**src/rtl/aluflag_pkg.sv**
```systemverilog
package aluflag_pkg;

  typedef enum logic [1:0] {
    OP_ADD = 2'b00,
    OP_ADC = 2'b01,
    OP_SUB = 2'b10,
    OP_SBB = 2'b11
  } alu_op_e;

  typedef struct packed {
    logic cf;
    logic af;
    logic zf;
    logic pf;
    logic sf;
    logic of;
  } arith_flags_t;

  // even number of ones in a byte
  function automatic logic even_ones(input logic [7:0] v);
    return ~^v;
  endfunction

  // subtraction family: op code bit 1
  function automatic logic op_is_sub(input alu_op_e op);
    return (op == OP_SUB) || (op == OP_SBB);
  endfunction

  // chained family: op code bit 0
  function automatic logic op_uses_carry(input alu_op_e op);
    return (op == OP_ADC) || (op == OP_SBB);
  endfunction

endpackage

```
**src/rtl/aluflag_adder.sv**
```systemverilog
module aluflag_adder
  import aluflag_pkg::*;
#(
  parameter int W = 16
) (
  input  logic [W-1:0] a,
  input  logic [W-1:0] b,
  input  alu_op_e      op,
  input  logic         cin,
  input  logic         word,
  output logic [W-1:0] sum,
  output logic         c_nib_out,
  output logic         c_top_in,
  output logic         c_top_out,
  output logic         is_sub
);
  localparam int H = W / 2;

  logic [W-1:0] a_m;
  logic [W-1:0] b_m;
  logic [W-1:0] b_eff;
  logic         ci_eff;
  logic [W:0]   full;

  // carry into bit k recovered from the sum bit
  function automatic logic carry_into(input logic [W-1:0] x,
                                      input logic [W-1:0] y,
                                      input logic [W:0]   s,
                                      input int           k);
    return x[k] ^ y[k] ^ s[k];
  endfunction

  always_comb begin
    is_sub = op_is_sub(op);
    a_m    = word ? a : {{(W-H){1'b0}}, a[H-1:0]};
    b_m    = word ? b : {{(W-H){1'b0}}, b[H-1:0]};
    // subtract as a + ~b + ~borrow, masked to the active size
    b_eff  = is_sub ? (word ? ~b_m : {{(W-H){1'b0}}, ~b_m[H-1:0]}) : b_m;
    ci_eff = (op_uses_carry(op) & cin) ^ is_sub;
    full   = {1'b0, a_m} + {1'b0, b_eff} + {{W{1'b0}}, ci_eff};

    sum       = word ? full[W-1:0] : {{(W-H){1'b0}}, full[H-1:0]};
    c_nib_out = carry_into(a_m, b_eff, full, 4);
    if (word) begin
      c_top_in  = carry_into(a_m, b_eff, full, W-1);
      c_top_out = full[W];
    end else begin
      c_top_in  = carry_into(a_m, b_eff, full, H-1);
      c_top_out = full[H];
    end
  end

endmodule

```
**src/rtl/aluflag_eval.sv**
```systemverilog
module aluflag_eval
  import aluflag_pkg::*;
#(
  parameter int W = 16
) (
  input  logic [W-1:0] sum,
  input  logic         word,
  input  logic         is_sub,
  input  logic         c_nib_out,
  input  logic         c_top_in,
  input  logic         c_top_out,
  output arith_flags_t flags
);
  localparam int H = W / 2;

  always_comb begin
    // inverted-operand subtract: carry out low means borrow
    flags.cf = c_top_out ^ is_sub;
    flags.af = c_nib_out ^ is_sub;
    flags.zf = (sum == '0);
    flags.pf = even_ones(sum[7:0]);
    flags.sf = word ? sum[W-1] : sum[H-1];
    flags.of = c_top_in ^ c_top_out;
  end

endmodule

```
**src/rtl/aluflag_hold.sv**
```systemverilog
module aluflag_hold
  import aluflag_pkg::*;
#(
  parameter int W = 16
) (
  input  logic         clk,
  input  logic         rst_n,
  input  logic         load,
  input  logic [W-1:0] sum_d,
  input  arith_flags_t flags_d,
  output logic [W-1:0] sum_q,
  output arith_flags_t flags_q
);

  always_ff @(posedge clk or negedge rst_n) begin
    if (!rst_n) begin
      sum_q   <= '0;
      flags_q <= '0;
    end else if (load) begin
      sum_q   <= sum_d;
      flags_q <= flags_d;
    end
  end

endmodule

```
**src/rtl/aluflag_ctrlbits.sv**
```systemverilog
module aluflag_ctrlbits #(
  parameter int N = 3
) (
  input  logic         clk,
  input  logic         rst_n,
  input  logic [N-1:0] set_i,
  input  logic [N-1:0] clr_i,
  output logic [N-1:0] q
);

  for (genvar i = 0; i < N; i++) begin : g_bit
    always_ff @(posedge clk or negedge rst_n) begin
      if (!rst_n)        q[i] <= 1'b0;
      else if (clr_i[i]) q[i] <= 1'b0;
      else if (set_i[i]) q[i] <= 1'b1;
    end
  end

endmodule

```
**src/rtl/aluflag_unit.sv**
```systemverilog
module aluflag_unit
  import aluflag_pkg::*;
#(
  parameter int W = 16
) (
  input  logic         clk,
  input  logic         rst_n,
  input  logic         in_valid,
  input  logic [1:0]   op_sel,
  input  logic         size_word,
  input  logic [W-1:0] opnd_a,
  input  logic [W-1:0] opnd_b,
  input  logic         carry_in,
  input  logic         dir_set,
  input  logic         dir_clr,
  input  logic         int_set,
  input  logic         int_clr,
  input  logic         trap_set,
  input  logic         trap_clr,
  output logic [W-1:0] result,
  output logic         cf_o,
  output logic         af_o,
  output logic         zf_o,
  output logic         pf_o,
  output logic         sf_o,
  output logic         of_o,
  output logic         dir_o,
  output logic         int_o,
  output logic         trap_o
);
  localparam int NCTL = 3;

  // internal events, named for inspection
  logic [W-1:0] sum_w;
  logic         nib_carry_w;
  logic         top_carry_in_w;
  logic         top_carry_out_w;
  logic         sub_w;
  arith_flags_t flags_w;
  arith_flags_t flags_q;
  logic [NCTL-1:0] ctl_set;
  logic [NCTL-1:0] ctl_clr;
  logic [NCTL-1:0] ctl_q;

  aluflag_adder #(.W(W)) u_add (
    .a(opnd_a), .b(opnd_b), .op(alu_op_e'(op_sel)), .cin(carry_in),
    .word(size_word), .sum(sum_w), .c_nib_out(nib_carry_w),
    .c_top_in(top_carry_in_w), .c_top_out(top_carry_out_w), .is_sub(sub_w)
  );

  aluflag_eval #(.W(W)) u_eval (
    .sum(sum_w), .word(size_word), .is_sub(sub_w), .c_nib_out(nib_carry_w),
    .c_top_in(top_carry_in_w), .c_top_out(top_carry_out_w), .flags(flags_w)
  );

  aluflag_hold #(.W(W)) u_hold (
    .clk(clk), .rst_n(rst_n), .load(in_valid), .sum_d(sum_w),
    .flags_d(flags_w), .sum_q(result), .flags_q(flags_q)
  );

  assign ctl_set = {trap_set, int_set, dir_set};
  assign ctl_clr = {trap_clr, int_clr, dir_clr};

  aluflag_ctrlbits #(.N(NCTL)) u_ctl (
    .clk(clk), .rst_n(rst_n), .set_i(ctl_set), .clr_i(ctl_clr), .q(ctl_q)
  );

  assign cf_o   = flags_q.cf;
  assign af_o   = flags_q.af;
  assign zf_o   = flags_q.zf;
  assign pf_o   = flags_q.pf;
  assign sf_o   = flags_q.sf;
  assign of_o   = flags_q.of;
  assign dir_o  = ctl_q[0];
  assign int_o  = ctl_q[1];
  assign trap_o = ctl_q[2];

endmodule

```
**config.mk**
```make
export PLATFORM = sky130hd
export DESIGN_NAME = aluflag_unit
export DESIGN_NICKNAME = d
export VERILOG_FILES = /design/src/rtl/aluflag_pkg.sv /design/src/rtl/aluflag_adder.sv /design/src/rtl/aluflag_eval.sv /design/src/rtl/aluflag_hold.sv /design/src/rtl/aluflag_ctrlbits.sv /design/src/rtl/aluflag_unit.sv
export SDC_FILE = /design/constraint.sdc
export NUM_CORES = 1
export LEC_CHECK = 0
export BUFFER_PORTS_ARGS = -buffer_cell sky130_fd_sc_hd__clkbuf_2
export CAP_MARGIN = 20
export CORE_UTILIZATION = 45
export DETAILED_ROUTE_END_ITERATION = 8
export PLACE_DENSITY = 0.73
export SLEW_MARGIN = 20
export SYNTH_ARGS = -nofsm -noshare
export SYNTH_HDL_FRONTEND = slang
export SYNTH_SLANG_ARGS = --single-unit
```
**constraint.sdc**
```tcl
create_clock -name clk -period 1.6 [get_ports clk]
set_input_delay 0 -clock clk [delete_from_list [all_inputs] [get_ports clk]]
set_output_delay 0 -clock clk [all_outputs]
set_load 0.05 [all_outputs]
```
Word level (Yosys, flattened, before mapping)
Index checks and enable logic that the tools add are counted.
{"block": "word_totals", "ff_bits": 25, "latchBits": 0, "mem_bits_rw": 0, "romBits": 0, "input_bits": 45, "output_inout_bits": 25, "memories": 0}
{"block": "op_classes", "n_addsub": 2, "multipliers": 0, "n_div": 0, "n_lt_le_gt_ge": 0, "eq_ne": 3, "shift": 0, "n_mux": 14, "bitwise_logic": 13, "n_reduce_logical": 7}
{"op": "$mux W16", "n": 5}
{"op": "$add A16 B16 Y17", "n": 1}
{"op": "$add A17 B1 Y17", "n": 1}
{"op": "$logic_not A16 Y1", "n": 1}
{"op": "$not A16 Y16", "n": 1}
{"op": "$xor A1 B1 Y1", "n": 10}
{"op": "$mux W1", "n": 9}
{"op": "$not A8 Y8", "n": 1}
{"op": "$reduce_xnor A8 Y1", "n": 1}
{"op": "$reduce_bool A2 Y1", "n": 3}
{"op": "$eq A2 B2 Y1 const B", "n": 2}
{"op": "$eq A2 B1 Y1 const B", "n": 1}
{"op": "$logic_or A1 B1 Y1", "n": 2}
{"op": "$and A1 B1 Y1", "n": 1}

Longest topological paths before layout
Gate-level depths: netlist of the first run.
{"block": "depth", "ltp_word": 9, "ltp_mapped": 14}

Modules after synthesis
Synthesis of the first run repeated with hierarchy kept, for this count alone.
{"block": "unflattened", "hier_cells": 234, "hier_area_um2": 2297.2}
{"module": "aluflag_adder", "instances": 1, "cells_per_inst": 158, "area_per_inst_um2": 1193.6}
{"module": "aluflag_hold", "instances": 1, "cells_per_inst": 46, "area_per_inst_um2": 820.8}
{"module": "aluflag_eval", "instances": 1, "cells_per_inst": 24, "area_per_inst_um2": 177.7}
{"module": "aluflag_ctrlbits", "instances": 1, "cells_per_inst": 6, "area_per_inst_um2": 105.1}

Least setup slack after synthesis of the first run
Ideal clock, no wire load.
{"block": "synth_path", "path_kind": "in2reg", "startpoint": "in op_sel[1]", "endpoint": "reg u_hold.flags_q[2] (netlist name)", "setup_ns": 0.125, "arrival_time_ns": 3.406, "slack_ns": -1.930, "stages": 13, "path_buffers": 2, "path_cell_list": "clkbuf_1 > buf_1 > xor2_1 > fa_1 > fa_1 > a21o_1 > a22oi_1 > nor2b_1 > xor2_1 > ha_1 > xnor2_1 > xnor2_1 > mux2_2"}
{"block": "synth_via", "elab_chain_cells": 7, "word_cells_on_any_way": 12, "cone_classes": "2 x add/sub; 3 x eq/ne; 2 x mux; 2 x bitwise; 3 x reduce/logical"}
{"item": "start, declared", "line": "aluflag_unit.sv:9", "text": "input logic [1:0] op_sel,"}
{"item": "$eq A2 B2 Y1, or another cell as far along", "line": "aluflag_pkg.sv:26", "text": "return (op == OP_SUB) || (op == OP_SBB);"}
{"item": "$logic_or A1 B1 Y1 (on tied branches)", "line": "aluflag_pkg.sv:26, aluflag_pkg.sv:31"}
{"item": "$mux W16 or $and A1 B1 Y1 (tied branches)", "line": "aluflag_adder.sv:38, aluflag_adder.sv:39"}
{"item": "$add A16 B16 Y17 or $xor A1 B1 Y1 (tied branches)", "line": "aluflag_adder.sv:40, aluflag_adder.sv:39"}
{"item": "$add A17 B1 Y17 (*)", "line": "aluflag_adder.sv:40", "text": "full = {1'b0, a_m} + {1'b0, b_eff} + {{W{1'b0}}, ci_eff};"}
{"item": "$mux W16 (*)", "line": "aluflag_adder.sv:42", "text": "sum = word ? full[W-1:0] : {{(W-H){1'b0}}, full[H-1:0]};"}
{"item": "$reduce_xnor A8 Y1 (*)", "line": "aluflag_pkg.sv:21", "text": "return ~^v;"}
Mark *: on every way between the ends. The rest lies on a longest branch, timed or not.
A chain may end at the register's enable or synchronous reset.

Worst setup path after layout of the first run
{"block": "layout_path", "startpoint": "in op_sel[1]", "endpoint": "reg u_hold.flags_q[3] (netlist name)"}
{"block": "layout_via", "elab_chain_cells": 7, "word_cells_on_any_way": 12, "cone_classes": "2 x add/sub; 3 x eq/ne; 2 x mux; 2 x bitwise; 3 x reduce/logical"}
{"item": "$eq A2 B2 Y1, or another cell as far along", "line": "aluflag_pkg.sv:26"}
{"item": "$logic_or A1 B1 Y1 (on tied branches)", "line": "aluflag_pkg.sv:26, aluflag_pkg.sv:31"}
{"item": "$mux W16 or $and A1 B1 Y1 (tied branches)", "line": "aluflag_adder.sv:38, aluflag_adder.sv:39"}
{"item": "$add A16 B16 Y17 or $xor A1 B1 Y1 (tied branches)", "line": "aluflag_adder.sv:40, aluflag_adder.sv:39"}
{"item": "$add A17 B1 Y17 (*)", "line": "aluflag_adder.sv:40"}
{"item": "$mux W16 (*)", "line": "aluflag_adder.sv:42"}
{"item": "$logic_not A16 Y1 (*)", "line": "aluflag_eval.sv:20", "text": "flags.zf = (sum == '0);"}
Marks and branches as above.

==> metrics.yaml, run 1 <==
slowest_delay_ns: 0.37
vias: 2216
worstReg2RegEnd: "u_ctl.q[1]$_DFFE_PN0P_"
endpoint: "u_hold.flags_q[3]$_DFFE_PN0P_"
tritoncts: "built"
ant_nets: 0
syn_area_sq_um: 2080
finalNetCount: 432
final_cell_mix: "clkbuf_2 (67), buf_4 (59), dfrtp_1 (25)"
dp_hpwl_um: 4070
viasPerCell: 5.31
worstPathCellList: "clkbuf_16 -> xor2_4 -> fa_2 -> fa_2 -> a21o_1 -> a22oi_2 -> nor2b_4 -> xor2_2 -> ha_1 -> nand4_1 -> a211o_1 -> o41ai_2"
rrSetupSlack_ns: 0.39
grt_usage_pct: 22.7
path_buf_inv: 1
layout_commonest_cell: "clkbuf_2"
cts_sinks: 25
timing.hold.ws_ns: 0.0547
yosysTopAreaCell: "dfrtp_1"
ys.flop_type: "dfrtp_1"
antenna_found_initial: 0
synth_nets: 296
p_clk_share_pct: 11.0
seq_area_frac_synth_pct: 30.0
syn_to_final_growth_pct: 62.9
nFillCells: 284
yosys.cell_types.count: 43
min_from: "in_valid"
crit_arrival_ns: 2.70
timing.rr.start: "u_ctl.q[1]$_DFFE_PN0P_"
worst_slack_ns: -0.931
drv_slew: 0
violations: "negative setup slack"
p_int_w: 0.00187
regArea_sq_um: 626
first_pass_iters: 4
cp.required_ns: 1.77
io_buffers: 69
multi_input_area_sq_um: 1690
fp-row-count: 24
synth_edf_count: 0
core_sq_um: 4410
wl_um: 6300
cts-root-buf: "clkbuf_8"
hold_path_class: "primary input to flop"
drive_gt1_share_pct: 51.8
start_util_pct: 47.2
grt_pass1_wl_um: 9160
relSlewSlack_pct: 60.2
power_leakage_nw: 1.70
critPathLaunch: "op_sel[1]"
grt_max_degree: 26
htree_levels: 1
synth_top_area_share_pct: 30.0
p_comb_share_pct: 64.1
hold_viol: 0
switching_power_w: 0.00147
cts_buffers: 3
fmax_mhz: 395
end_kind: "flop"
seqPwrFrac_pct: 24.9
drt-initial-drc-count: 130
syn_inst: 230
critPathKind: "primary input to flop"
async_flop_share_pct: 100
max-vdd-ir-drop_mv: 0.453
period_share_pct: 158
synth_seq_cells: 25
worstMarginPinSlew_ns: 0.598
dieArea_sq_um: 4910
finalClockSkew_ns: 0
max_cap_viol_count: 0
crit_top_cell: "fa_2"
period_minus_slack_ns: 2.53
worstRegToRegCells: 3
rsz0062_at_grt: "yes"
die_h_um: 70.1
cts_buffer_depth: 2
status: "finished with violations"
drc: 0
synthTopCellsByArea: "dfrtp_1 (30%), ha_1 (11%), xnor2_1 (7.6%)"
crit_cells: 12
tns_ns: -9.45
wl_per_cell_um: 15.1
utilization_pct: 76.9
cp_top_family: "compound AO/OA/AOI/OAI gates"
grt_pass1_vias: 2089
yosysWarnings: 0
grt.overflow.total: 0
setup_violations: 18
clkLatencyLatePin_ns: 0.26
switching_share_pct: 44.2
start_kind: "primary input"
dieWidth_um: 70.1
postSynthAreaPerCell_sq_um: 9.06
dp_slack_ns: -1.18
powerDensity_nw_per_um2: 984
antenna_cells: 0
io_pins: 70
path_clk_slew_ns: 0.09
power.total_w: 0.00334
slowest_stage: "fa_2"
place_congestion: 0.849
crit_path_max_fanout: 6
==> power groups by stage <==
| stage | sequential (W) | clock, W | combinational, W |
|---|---|---|---|
| 2_1_floorplan | 0.00127 | 0 | 0.000755 |
| 5_1_grt | 0.000841 | 0.000404 | 0.00227 |
| 3_5_place_dp | 0.000839 | 0 | 0.00177 |
| 3_3_place_gp | 0.000836 | 0 | 0.00174 |
| 4_1_cts | 0.000830 | 0.000369 | 0.00195 |
| 6_report | 0.000831 | 0.000367 | 0.00214 |
==> synth_stat cells (all sizes together), types with 2 or more instances <==
master / n
nor3: 6
nor2b: 2
dfrtp: 25
mux2i: 3
o41ai: 2
a21oi: 13
nand4: 2
nand2b: 4
inv: 8
or2: 2
xor2: 12
ha: 19
a21o: 8
xnor2: 18
and2: 8
o21ai: 14
mux2: 8
a31oi: 2
clkbuf: 8
fa: 2
or3: 2
nand2: 21
nor2: 17
nand3: 4
and3: 5
==> state kept, by name, summed over array words and instances, names as in the netlist <==
| signal | count |
|---|---|
| u_ctl.q | 3 |
| u_hold.flags_q | 6 |
| u_hold.sum_q | 16 |
==> cell families (layout without fill, tap and decap cells) <==
logic type / after synthesis / in the layout / synth area share, %
compound gates: 51 / 51 / 17.8
xor+xnor: 30 / 30 / 12.6
fa+ha+maj: 21 / 21 / 13.3
buf+inv: 17 / 152 / 3.06
flops: 25 / 25 / 30.0
mux: 11 / 11 / 5.76
simple gates: 75 / 75 / 17.4
==> per-stage QoR <==
step,area [sq um],cells
after floorplan,2160,230
final,3400,417
after detailed placement,2920,398
after global placement,2920,398
after global routing,3400,417
after CTS,3260,415
==> worst min path at each step <==
stage | end | slack (ns) | cells past startpoint
2_1_floorplan | u_ctl.q[0]$_DFFE_PN0P_ | -0.30 | 0
3_3_place_gp | u_ctl.q[1]$_DFFE_PN0P_ | 0.03 | 1
3_5_place_dp | u_ctl.q[1]$_DFFE_PN0P_ | 0.03 | 1
4_1_cts | u_hold.sum_q[2]$_DFFE_PN0P_ | 0.06 | 2
5_1_grt | u_hold.sum_q[2]$_DFFE_PN0P_ | 0.06 | 2
6_report | u_hold.sum_q[2]$_DFFE_PN0P_ | 0.05 | 2
==> worst register-to-register path, stage by stage, from the launching register on <==
cell	delay, ns
dfrtp_1	0.39
nor2_1	0.10
nor2_1	0.05
dlygate4sd3_1	0.56
==> per-layer routing <==
metal / share of wire, % / GRT usage (%) / routed length [um]
met5: 0 / 0 / 0
met4: 2.4 / 6.22 / 154
met3: 3.7 / 2.74 / 235
met2: 51 / 40.4 / 3240
met1: 42 / 28.9 / 2670
==> cell type report <==
| cell class | instances | area share [%] |
|---|---|---|
| clock inverters | 1 | 0.147 |
| inverters | 8 | 0.958 |
| flip-flops and latches | 25 | 18.4 |
| clock buffers | 3 | 1.22 |
| well taps | 52 | 1.92 |
| multi-input cells | 188 | 49.6 |
| repair buffers | 140 | 27.7 |
==> timing repair <==
item                                   4_1_cts  5_1_grt
setup buffers                                9        6
setup endpoints to repair                   17       18
pin swaps                                   19       12
resized for setup                           33       29
endpoints found under the hold margin       28        0
hold buffers                                 7        0
No activity file was read; power rests on OpenSTA's default activity.
==> run 2, diff against run 1 <==
--- a/config.mk
+++ b/config.mk
@@ -14,3 +14,4 @@
 export SYNTH_ARGS = -nofsm -noshare
 export SYNTH_HDL_FRONTEND = slang
 export SYNTH_SLANG_ARGS = --single-unit
+export TNS_END_PERCENT = 5
==> metrics.yaml, run 2 (same netlist as run 1, synthesis figures left out) <==
relSlewSlack_pct: 58.7
hold_path_class: "primary input to flop"
grt_usage_pct: 22.8
grt_pass1_vias: 2121
slowest_stage: "fa_2"
met1_usage_pct: 29.1
worstPathCellList: "clkbuf_16 -> xor2_2 -> fa_2 -> fa_2 -> a21o_1 -> a22oi_2 -> nor2b_4 -> xor2_2 -> ha_4 -> nand4_1 -> a211o_1 -> o41ai_2"
crit_arrival_ns: 2.58
layout_commonest_cell: "clkbuf_2"
dieWidth_um: 70.1
critPathKind: "primary input to flop"
drv_slew: 0
end_kind: "flop"
place_area_sq_um: 2860
powerDensity_nw_per_um2: 1000
worstMarginPinSlew_ns: 0.620
dp_hpwl_um: 4190
cp.required_ns: 1.77
max_cap_viol_count: 0
regMostFlops: "u_hold.sum_q"
final_cell_mix: "clkbuf_2 (68), buf_4 (57), dfrtp_1 (25)"
die_h_um: 70.1
power_leakage_nw: 1.64
rsz0062_at_grt: "yes"
timing.hold.ws_ns: 0.156
grt_max_degree: 26
vias: 2148
antenna_cells: 0
antenna_found_initial: 0
path_clk_slew_ns: 0.09
crit_path_max_fanout: 8
drc: 0
nFillCells: 334
gr-usage-met2_pct: 41.9
cts_buffer_depth: 2
busiest_layer: "met2"
status: "finished with violations"
wl_um: 5720
tritoncts: "built"
wl_per_cell_um: 13.9
place_congestion: 0.809
cts-root-buf: "clkbuf_8"
worst_slack_ns: -0.809
fin_cells: 410
start_kind: "primary input"
drt-initial-drc-count: 161
grt_pass1_wl_um: 9200
first_pass_iters: 4
dp.cells: 393
cts_sinks: 25
viasPerCell: 5.24
slowest_delay_ns: 0.38
setup_violations: 17
dieArea_sq_um: 4910
core_sq_um: 4410
fmax_mhz: 415
violations: "negative setup slack"
fp-row-count: 24
io_pins: 70
period_share_pct: 151
largest_reg_flops: 16
reg_top3: "u_hold.sum_q (16), u_hold.flags_q (6), u_ctl.q (3)"
finalNetCount: 425
start_util_pct: 47.2
ant_nets: 0
dp_slack_ns: -1.32
cp_top_family: "adder cells"
final_area_sq_um: 3190
grt.overflow.total: 0
max-vdd-ir-drop_mv: 0.649
htree_levels: 1
path_buf_inv: 1
clkLatencyLatePin_ns: 0.27
io_buffers: 69
drive_gt1_share_pct: 46.9
period_minus_slack_ns: 2.41
finalClockSkew_ns: 0
hold_viol: 0
grt_use_met3_pct: 1.30
power.total_w: 0.00320
cts_buffers: 3
syn_to_final_growth_pct: 53.2
==> run 2: changes by cell type in the layout (fill, tap and decap cells not counted), sizes merged <==
cell	before	now
buf	65	57
clkbuf	71	72
==> run 2: power breakdown <==
group	internal [W]	switching, W
sequential	0.000757	0.0000689
clock	0.000174	0.000206
combinational	0.000864	0.00113
total	0.00179	0.00141
==> run 2: worst paths after layout <==
kind	slack (ns)	cells past startpoint	endpoint	from
setup / recovery	-0.81	12	u_hold.flags_q[3]$_DFFE_PN0P_	op_sel[1]
hold / removal	0.16	4	u_hold.sum_q[4]$_DFFE_PN0P_	in_valid
setup reg to reg	0.41	3	u_ctl.q[0]$_DFFE_PN0P_	u_ctl.q[0]$_DFFE_PN0P_
hold reg to reg	0.48	1	u_hold.sum_q[12]$_DFFE_PN0P_	u_hold.sum_q[12]$_DFFE_PN0P_
max in group asynchronous	0.91	2	u_hold.flags_q[0]$_DFFE_PN0P_	rst_n
min in group asynchronous	0.28	2	u_ctl.q[2]$_DFFE_PN0P_	rst_n
==> run 2: layout make-up <==
cell class / count / area (sq um) / share of cell area, %
multi-input combinational: 188 / 1560 / 49.0
timing repair buffer: 133 / 863 / 27.0
sequential: 25 / 626 / 19.6
tap: 52 / 65.1 / 2.04
clock buffer: 3 / 41.3 / 1.29
inverter: 8 / 30.0 / 0.940
clock inverter: 1 / 5.00 / 0.157
==> run 2: through the flow <==
stage	utilization (%)	setup TNS, ns
final	72.4	-8.80
after detailed placement	64.7	-16.40
after global routing	72.4	-10.57
after global placement	64.7	-14.52
after floorplan	-	-11.59
after CTS	69.8	-9.12
==> run 2: per-layer routing <==
layer / vias up / wire, um / part of all wire (%)
met5: - / 0 / 0
met1: 1011 / 2490 / 44
met4: 0 / 98 / 1.7
li1: 1061 / - / -
met3: 10 / 175 / 3.1
met2: 66 / 2950 / 52
==> run 2: repair_timing <==
action,4_1_cts,5_1_grt
endpoints found under the hold margin,28,0
resized for setup,18,17
hold buffers,7,0
setup buffers,4,2
setup endpoints to repair,17,18
pin swaps,17,8
==> run 2: tightest hold or removal path, cell delays in order <==
cell	delay, ns
clkbuf_2	0.09
inv_1	0.15
nand2_1	0.09
o21ai_0	0.06
